**src/rtl/stack_seq_pkg.sv**
```systemverilog
package stack_seq_pkg;
  localparam logic [3:0] OP_LDSP  = 4'd0;
  localparam logic [3:0] OP_CALLI = 4'd1;
  localparam logic [3:0] OP_CALLR = 4'd2;
  localparam logic [3:0] OP_RET   = 4'd3;
  localparam logic [3:0] OP_PUSH  = 4'd4;
  localparam logic [3:0] OP_POP   = 4'd5;
  localparam logic [3:0] OP_PUSHF = 4'd6;
  localparam logic [3:0] OP_POPF  = 4'd7;
  localparam logic [3:0] OP_PUSHA = 4'd8;
  localparam logic [3:0] OP_POPA  = 4'd9;

  // operation needs at least one memory beat
  function automatic logic op_has_mem(logic [3:0] op);
    return (op >= OP_CALLI) && (op <= OP_POPA);
  endfunction

  // operation writes memory and advances SP afterwards
  function automatic logic op_is_push(logic [3:0] op);
    return (op == OP_CALLI) || (op == OP_CALLR) || (op == OP_PUSH) ||
           (op == OP_PUSHF) || (op == OP_PUSHA);
  endfunction

  // operation moves a whole register file
  function automatic logic op_is_bulk(logic [3:0] op);
    return (op == OP_PUSHA) || (op == OP_POPA);
  endfunction
endpackage

```
**src/rtl/stack_seq_ctrl.sv**
```systemverilog
module stack_seq_ctrl
  import stack_seq_pkg::*;
#(
  parameter int NREG = 16,
  localparam int RW = $clog2(NREG)
) (
  input  logic          clk,
  input  logic          rst_n,
  input  logic          cmd_valid,
  input  logic [3:0]    cmd_op,
  input  logic          mem_ready,
  output logic          busy,
  output logic          accept,
  output logic          beat,
  output logic          last,
  output logic [RW-1:0] idx,
  output logic [3:0]    op_q
);
  logic busy_q;

  assign busy   = busy_q;
  assign accept = cmd_valid && !busy_q;
  assign beat   = busy_q && mem_ready;
  assign last   = op_is_bulk(op_q) ? (idx == RW'(NREG - 1)) : 1'b1;

  always_ff @(posedge clk) begin
    if (!rst_n) begin
      busy_q <= 1'b0;
      idx    <= '0;
      op_q   <= OP_LDSP;
    end else if (accept) begin
      busy_q <= op_has_mem(cmd_op);
      idx    <= '0;
      op_q   <= cmd_op;
    end else if (beat) begin
      if (last) busy_q <= 1'b0;
      else      idx    <= idx + 1'b1;
    end
  end

  AST_REQ_HELD: assert property (@(posedge clk) disable iff (!rst_n)
    busy_q && !mem_ready |=> busy_q) else $error("request dropped");
  AST_NO_ACCEPT_BUSY: assert property (@(posedge clk) disable iff (!rst_n)
    busy_q |-> !accept) else $error("accept while busy");
  AST_BULK_COUNT: assert property (@(posedge clk) disable iff (!rst_n)
    beat && !last |=> busy_q && (idx == $past(idx) + 1'b1)) else $error("bulk index");
endmodule

```
**src/rtl/stack_seq_ptr.sv**
```systemverilog
module stack_seq_ptr
  import stack_seq_pkg::*;
#(
  parameter int DW = 16,
  parameter int NREG = 16
) (
  input  logic          clk,
  input  logic          rst_n,
  input  logic          accept,
  input  logic [3:0]    cmd_op,
  input  logic [DW-1:0] cmd_imm,
  input  logic          busy,
  input  logic          beat,
  input  logic          last,
  input  logic [3:0]    op_q,
  output logic [DW-1:0] sp,
  output logic [DW-1:0] addr
);
  localparam logic [DW-1:0] STEP = DW'(DW / 8);
  localparam logic [DW-1:0] BLK  = DW'(NREG * (DW / 8));

  logic [DW-1:0] sp_q, ptr_q;

  assign sp   = sp_q;
  assign addr = ptr_q;

  always_ff @(posedge clk) begin
    if (!rst_n) begin
      sp_q  <= '0;
      ptr_q <= '0;
    end else if (accept) begin
      case (cmd_op)
        OP_LDSP: sp_q <= cmd_imm;
        OP_RET, OP_POP, OP_POPF: begin
          sp_q  <= sp_q - STEP;
          ptr_q <= sp_q - STEP;
        end
        OP_POPA: begin
          sp_q  <= sp_q - BLK;
          ptr_q <= sp_q - BLK;
        end
        default: ptr_q <= sp_q;
      endcase
    end else if (beat) begin
      ptr_q <= ptr_q + STEP;
      if (last && op_is_push(op_q)) sp_q <= ptr_q + STEP;
    end
  end

  AST_ADDR_STABLE: assert property (@(posedge clk) disable iff (!rst_n)
    busy && !beat |=> $stable(addr)) else $error("address moved");
  AST_LDSP_LOAD: assert property (@(posedge clk) disable iff (!rst_n)
    accept && cmd_op == OP_LDSP |=> sp == $past(cmd_imm)) else $error("sp load");
  AST_POPALL_SP: assert property (@(posedge clk) disable iff (!rst_n)
    accept && cmd_op == OP_POPA |=> sp == $past(sp) - BLK) else $error("popall sp");
  AST_SP_IDLE_BEAT: assert property (@(posedge clk) disable iff (!rst_n)
    busy && !beat |=> $stable(sp)) else $error("sp moved while waiting");
endmodule

```
**src/rtl/stack_seq.sv**
```systemverilog
module stack_seq
  import stack_seq_pkg::*;
#(
  parameter int DW     = 16,
  parameter int NREG   = 16,
  parameter int PC_INC = 4,
  localparam int RW = $clog2(NREG)
) (
  input  logic          clk,
  input  logic          rst_n,
  input  logic          cmd_valid,
  output logic          cmd_ready,
  input  logic [3:0]    cmd_op,
  input  logic [RW-1:0] cmd_reg,
  input  logic [DW-1:0] cmd_imm,
  input  logic [DW-1:0] cmd_pc,
  input  logic [DW-1:0] flags_in,
  output logic [RW-1:0] rf_raddr,
  input  logic [DW-1:0] rf_rdata,
  output logic          rf_we,
  output logic [RW-1:0] rf_waddr,
  output logic [DW-1:0] rf_wdata,
  output logic          mem_req,
  output logic          mem_we,
  output logic [DW-1:0] mem_addr,
  output logic [DW-1:0] mem_wdata,
  input  logic [DW-1:0] mem_rdata,
  input  logic          mem_ready,
  output logic [DW-1:0] sp,
  output logic          pc_we,
  output logic [DW-1:0] pc_out,
  output logic          flags_we,
  output logic [DW-1:0] flags_out,
  output logic          done
);
  logic          busy, accept, beat, last;
  logic [RW-1:0] idx, reg_q;
  logic [3:0]    op_q;
  logic [DW-1:0] data_q, tgt_q;

  stack_seq_ctrl #(.NREG(NREG)) u_ctrl (
    .clk(clk), .rst_n(rst_n), .cmd_valid(cmd_valid), .cmd_op(cmd_op),
    .mem_ready(mem_ready), .busy(busy), .accept(accept), .beat(beat),
    .last(last), .idx(idx), .op_q(op_q)
  );

  stack_seq_ptr #(.DW(DW), .NREG(NREG)) u_ptr (
    .clk(clk), .rst_n(rst_n), .accept(accept), .cmd_op(cmd_op),
    .cmd_imm(cmd_imm), .busy(busy), .beat(beat), .last(last), .op_q(op_q),
    .sp(sp), .addr(mem_addr)
  );

  // operand capture at acceptance
  always_ff @(posedge clk) begin
    if (!rst_n) begin
      data_q <= '0;
      tgt_q  <= '0;
      reg_q  <= '0;
    end else if (accept) begin
      reg_q <= cmd_reg;
      case (cmd_op)
        OP_CALLI: begin data_q <= cmd_pc + DW'(PC_INC); tgt_q <= cmd_imm;  end
        OP_CALLR: begin data_q <= cmd_pc + DW'(PC_INC); tgt_q <= rf_rdata; end
        OP_PUSH:  data_q <= rf_rdata;
        OP_PUSHF: data_q <= flags_in;
        default:  ;
      endcase
    end
  end

  assign cmd_ready = !busy;
  assign rf_raddr  = busy ? idx : cmd_reg;
  assign mem_req   = busy;
  assign mem_we    = busy && op_is_push(op_q);
  assign mem_wdata = (op_q == OP_PUSHA) ? rf_rdata : data_q;

  assign rf_we     = beat && ((op_q == OP_POP) || (op_q == OP_POPA));
  assign rf_waddr  = (op_q == OP_POPA) ? idx : reg_q;
  assign rf_wdata  = mem_rdata;

  assign pc_we     = beat && ((op_q == OP_CALLI) || (op_q == OP_CALLR) || (op_q == OP_RET));
  assign pc_out    = (op_q == OP_RET) ? mem_rdata : tgt_q;

  assign flags_we  = beat && (op_q == OP_POPF);
  assign flags_out = mem_rdata;

  assign done = (beat && last) || (accept && !op_has_mem(cmd_op));

  AST_WDATA_STABLE: assert property (@(posedge clk) disable iff (!rst_n)
    mem_req && !mem_ready |=> $stable(mem_wdata) && $stable(mem_we)) else $error("wdata moved");
  AST_PC_IN_BEAT: assert property (@(posedge clk) disable iff (!rst_n)
    pc_we |-> mem_req && mem_ready) else $error("pc strobe outside beat");
  AST_STROBES_EXCL: assert property (@(posedge clk) disable iff (!rst_n)
    $onehot0({rf_we, pc_we, flags_we})) else $error("strobes overlap");
  AST_READY_IDLE: assert property (@(posedge clk) disable iff (!rst_n)
    cmd_ready |-> !mem_req) else $error("ready while requesting");
endmodule

```
**config.mk**
```make
export PLATFORM = sky130hd
export DESIGN_NAME = stack_seq
export DESIGN_NICKNAME = d
export VERILOG_FILES = /design/src/rtl/stack_seq_pkg.sv /design/src/rtl/stack_seq_ctrl.sv /design/src/rtl/stack_seq_ptr.sv /design/src/rtl/stack_seq.sv
export SDC_FILE = /design/constraint.sdc
export NUM_CORES = 1
export LEC_CHECK = 0
export BUFFER_PORTS_ARGS = -buffer_cell sky130_fd_sc_hd__buf_2
export CAP_MARGIN = 5
export CORE_ASPECT_RATIO = 0.6
export CORE_UTILIZATION = 56
export DETAILED_ROUTE_END_ITERATION = 8
export GPL_TIMING_DRIVEN = 1
export PLACE_DENSITY = 0.91
export SLEW_MARGIN = 0
export SYNTH_ARGS = -nofsm -noshare
export SYNTH_HDL_FRONTEND = slang
export SYNTH_SLANG_ARGS = --single-unit
```
**constraint.sdc**
```tcl
create_clock -name clk -period 3.7 [get_ports clk]
set_input_delay 0.37 -clock clk [delete_from_list [all_inputs] [get_ports clk]]
set_output_delay 0.37 -clock clk [all_outputs]
set_load 0.01 [all_outputs]
```
# ---- After elaboration in Yosys (flattened, before gate mapping)
# Index checks and enable logic that the tools add are counted.
dict set report word_totals {
  reg_bits 77
  latch_bits 0
  mem_bits_rw 0
  mem_bits_ro 0
  inputBits 92
  output_inout_bits 111
  elab_cells 89
  memories 0
}
dict set report classes {
  addsub 5
  n_mul 0
  n_div 0
  order_cmp 2
  eq_ne 20
  shifts 0
  n_mux 17
  bitwise_logic 2
  n_reduce_logical 35
}
# op count
set ops {}
lappend ops {{16-bit one-hot mux with 3 select lines} 3}
lappend ops {{16-bit two-way mux} 7}
lappend ops {{4-bit by 3-bit == test with 1-bit output (second input constant)} 8}
lappend ops {{16-bit one-hot mux with 2 select lines} 1}
lappend ops {{16-bit by 2-bit adder with 16-bit output (second input constant)} 1}
lappend ops {{16-bit by 3-bit adder with 16-bit output (second input constant)} 1}
lappend ops {{4-bit by 2-bit == test with 1-bit output (second input constant)} 4}
lappend ops {{4-bit == test (second input constant)} 4}
lappend ops {{16-bit by 2-bit subtractor with 16-bit output (second input constant)} 1}
lappend ops {{16-bit by 6-bit subtractor with 16-bit output (second input constant)} 1}
lappend ops {{1-bit logical AND} 10}
lappend ops {{2-bit AND reduction} 5}
lappend ops {{4-bit by 1-bit == test with 1-bit output (second input constant)} 2}
lappend ops {{1-bit logical OR} 8}
lappend ops {{4-bit two-way mux} 2}
lappend ops {{2-bit nonzero test} 4}
lappend ops {{4-bit by 1-bit adder with 4-bit output (second input constant)} 1}
lappend ops {{4-bit by 1-bit >= comparator with 1-bit output (second input constant)} 1}
lappend ops {{4-bit <= comparator (second input constant)} 1}
lappend ops {{4-bit zero test} 1}
lappend ops {{1-bit two-way mux} 4}
lappend ops {{4-bit by 1-bit inequality test with 1-bit output (second input constant)} 1}
lappend ops {{2-bit OR reduction} 2}
lappend ops {{3-bit AND reduction} 1}
lappend ops {{5 further kinds} 7}

# ---- Logic depth before layout (Yosys ltp)
dict set report logic_depth {
  depth_word 9
  ltp_mapped 9
  mapped_depth_nobuf 7
}

# ---- Cells and area by module
# A second synthesis with hierarchy kept.
dict set report unflattened {
  hier_cells 746
  area_unflattened_um2 6067.1
}
# mod instances cells_per_inst area_each_um2
set by_module_without_submodules {}
lappend by_module_without_submodules {stack_seq 1 343 2982.9}
lappend by_module_without_submodules {stack_seq_ptr 1 353 2657.5}
lappend by_module_without_submodules {stack_seq_ctrl 1 50 426.7}

# ---- Worst setup path after synthesis
# Ideal clock, no wire load.
dict set report synth_path {
  path_type {reg-to-output}
  from {register u_ctrl.op_q[2]}
  to {output mem_wdata[10]}
  arrival_ns 1.741
  required_time_ns 3.330
  slack_ns 1.589
  stages_incl_launch_ff 6
  path_buffers 2
  cell_sequence {dfxtp_1 > buf_6 > or3b_1 > nor2_2 > buf_2 > mux2_2}
}
dict set report synth_via {
  elab_chain_len 2
}
# element line
set synth_rtl {}
lappend synth_rtl {{start: declaration} stack_seq_ctrl.sv:17} ;# output logic [3:0] op_q
lappend synth_rtl {{start signal: assignment} stack_seq_ctrl.sv:34} ;# op_q <= cmd_op;
lappend synth_rtl {{4-bit == test} stack_seq.sv:75} ;# assign mem_wdata = (op_q == OP_PUSHA) ? rf_rdata : data_q;
lappend synth_rtl {{16-bit two-way mux} stack_seq.sv:75}
lappend synth_rtl {{end: declaration} stack_seq.sv:26} ;# output logic [DW-1:0] mem_wdata,
# Every way passes these cells.

# ---- Final worst setup path
dict set report layout_path {
  from {register u_ctrl.op_q[3]}
  to {output mem_wdata[15]}
}
# The elaborated chain is that of the path after synthesis.

==> metrics <==
instance area at placement=roughly 6600 um^2; MaxCap Viol Count=0; GPL Wtd Cong=0.947; Max Fclk=roughly 0.34 GHz; worst r2r path cells=5; hpwl dp=~14000 um; Final Slew Violations=0; CP Capture Type=primary output; clk slew on worst S/H paths=60 ps; total grt overflow=0; Final period util=0.802; min-delay worst type=input port to flop; Initial Util=0.593; Critical Path RT=about 3300 ps; Gate power share=0.276; pwr dens=just under 400 nW/um^2; leading area contributor after synthesis=dfxtp_1; most common cell in the netlist=nand2_1; vias in the first global route=between 5000 and 6000; CP startpoint kind=flop; simple-gate area share of the yosys netlist=0.200; GRT Total Usage=0.341; Distinct cells, synth=83; ys async rst share=0; TritonCTS sink count=77; Final setup violation count=0; RSZ-0062 raised after global routing=no; syn avg cell area=8.24 um^2; EDFF count, synth=0; internal power=between 1.5 and 2 mW; P&R area growth vs syn=15.4%; via count=6401; vias per cell=about 6.4; cts hold-fix bufs=0; Worst-Margin Slew=roughly 910 ps; Core Region=10100 um^2; Clock power frac=0.363; initial antenna violation count=0; mapped cell area=6010 um^2; largest family of logic cells by synthesized area=compound AO/OA/AOI/OAI gates; Syn. warnings=0; WS Path Type=flop to primary output; layout cell share with drive strength beyond 1=0.352; post-synthesis mux area share=0.133; post-synthesis compound-gate area fraction=0.229; n_diodes=0; Final Hold Fails=0; # IOs=203; reg2reg start=u_ctrl.busy; FF-to-FF setup slack=about 1300 ps; Synth area leaders=dfxtp_1, mux2_2, mux2i_1; post-DR wirelength/cell=19.5 um; Post-Synth XOR/XNOR Area=0.0496; peak supply drop=0.000269 V; CP Data Arrival Time=2600 ps; sequential fraction of the synthesis area=0.257; Hold Path Depth=3; R2R Path End=u_ptr.sp[9]; Post-Route WL=~19000 um; overall die height=roughly 80 um; sw power=around 0.9 mW; Pwr Total=between 2 and 3 mW; Clk Latency, worst-skew pair=around 340 ps; Starting DRT DRC Count=slightly above 800; largest fanout on the critical path=16; Flop pwr share=0.362; die area=between 10000 and 15000 um^2; grt met1 use=0.491; row cnt=28; Layout Utilization=0.685; Synth Area in Adders=0.0125; Yosys reg bits=77; CTS H-Tree Depth=3; Synth top area share=0.257; minimum clock period=2970 ps; GRT met3 Usage=0.0849; status=completed; die outline width=about 140 um; dominant synthesized flop cell=dfxtp_1; post-route ant nets=0; fin area=just under 7000 um^2; GRT Max-Usage Layer=met2; switch share=0.329; CTS tree=built; met2 usage=0.498; Hold EP=reg_q[2]; drt pass-1 iters=5; largest net degree at the start of global routing=47; Pleak=slightly below 3 nW; Num CTS Buffers=9; number of gates resized after cts=0; synth cell count leaders=nand2_1, dfxtp_1, a21oi_1; Post-Syn Instances=approximately 730; Final nets=about 960; # DRC=0; postcts setup bufs=0; max_slew headroom=0.394; Fin Clk Skew=about 5.8 ps; port bufs=approximately 200; hold path startpoint=cmd_reg[2]; Post-Syn Nets=a little over 800; Max clock buf depth=2; Setup TNS=0 ps; global-route wire length before repair=just under 30000 um; clk root buf=clkbuf_16
critical path, stage by stage (launching register included):
cell     delay [ps]
dfxtp_1         480
or3b_1          470
nor2_2          720
mux2_2          430
buf_2           140
layout by cell type (no fill, tap or decap), types with 13 or more instances in the layout:
cell,n
a211oi_1,17
a21oi_1,51
o211ai_1,15
mux2_2,41
nor3_1,17
mux2i_1,34
nand2_1,79
nor2_1,39
nand3_1,26
o21ai_0,35
inv_1,13
xnor2_1,21
dfxtp_1,77
xor2_1,13
buf_2,202
sequential cells by signal, summed over array words and instances, names as in the netlist:
signal and count:
u_ctrl.op_q 4, reg_q 4, data_q 16, u_ptr.addr 16
tgt_q 16, u_ptr.sp 16, u_ctrl.idx 4, u_ctrl.busy 1
final cells by class:
cell class / instances / area [um^2]
Multi-Input combinational cell: 544 / 3770
Fill cell: 834 / 3190
Sequential cell: 77 / 1540
Timing Repair Buffer: 210 / 1070
Clock buffer: 10 / 239
Tap cell: 135 / 169
Clock inverter: 6 / 86.3
Inverter: 15 / 56.3
power groups by stage:
stage               sequential (mW)  clock (mW)  combinational (mW)
finish                        0.966       0.970               0.736
global route                  0.971        1.01               0.795
CTS                           0.962       0.970               0.720
detailed placement            0.979           0               0.716
global placement              0.977           0               0.701
floorplan                     0.954           0               0.521
metal layers:
metal	wire length, um	vias to the layer above	share of wire
met2	8110	481	0.42
li1	-	2921	-
met5	0	-	0
met1	8380	2955	0.43
met3	2540	44	0.13
met4	378	0	0.019
kinds of logic (layout without fill, tap and decap cells):
family,after synthesis,in the layout
xor+xnor,34,34
buf+inv,108,241
mux,75,75
flops,77,77
compound gates,203,203
fa+ha+maj,6,6
simple gates,226,226
how the worst max path moves through the flow:
stage,from,end,cells after the start
after floorplan,u_ctrl.op_q[2],mem_wdata[10],5
after global placement,cmd_op[1],u_ptr.sp[12],6
after detailed placement,cmd_op[1],u_ptr.sp[12],6
after CTS,u_ctrl.op_q[3],mem_wdata[15],4
after global routing,u_ctrl.op_q[3],mem_wdata[15],4
final,u_ctrl.op_q[3],mem_wdata[15],4
metrics by stage:
step	hold slack [ps]	std cells	setup slack [ps]
after CTS	272	997	755
after global routing	313	997	659
after global placement	440	981	987
after detailed placement	447	981	858
after floorplan	429	729	1590
final	281	997	733
No activity file was read; power rests on OpenSTA's default activity.
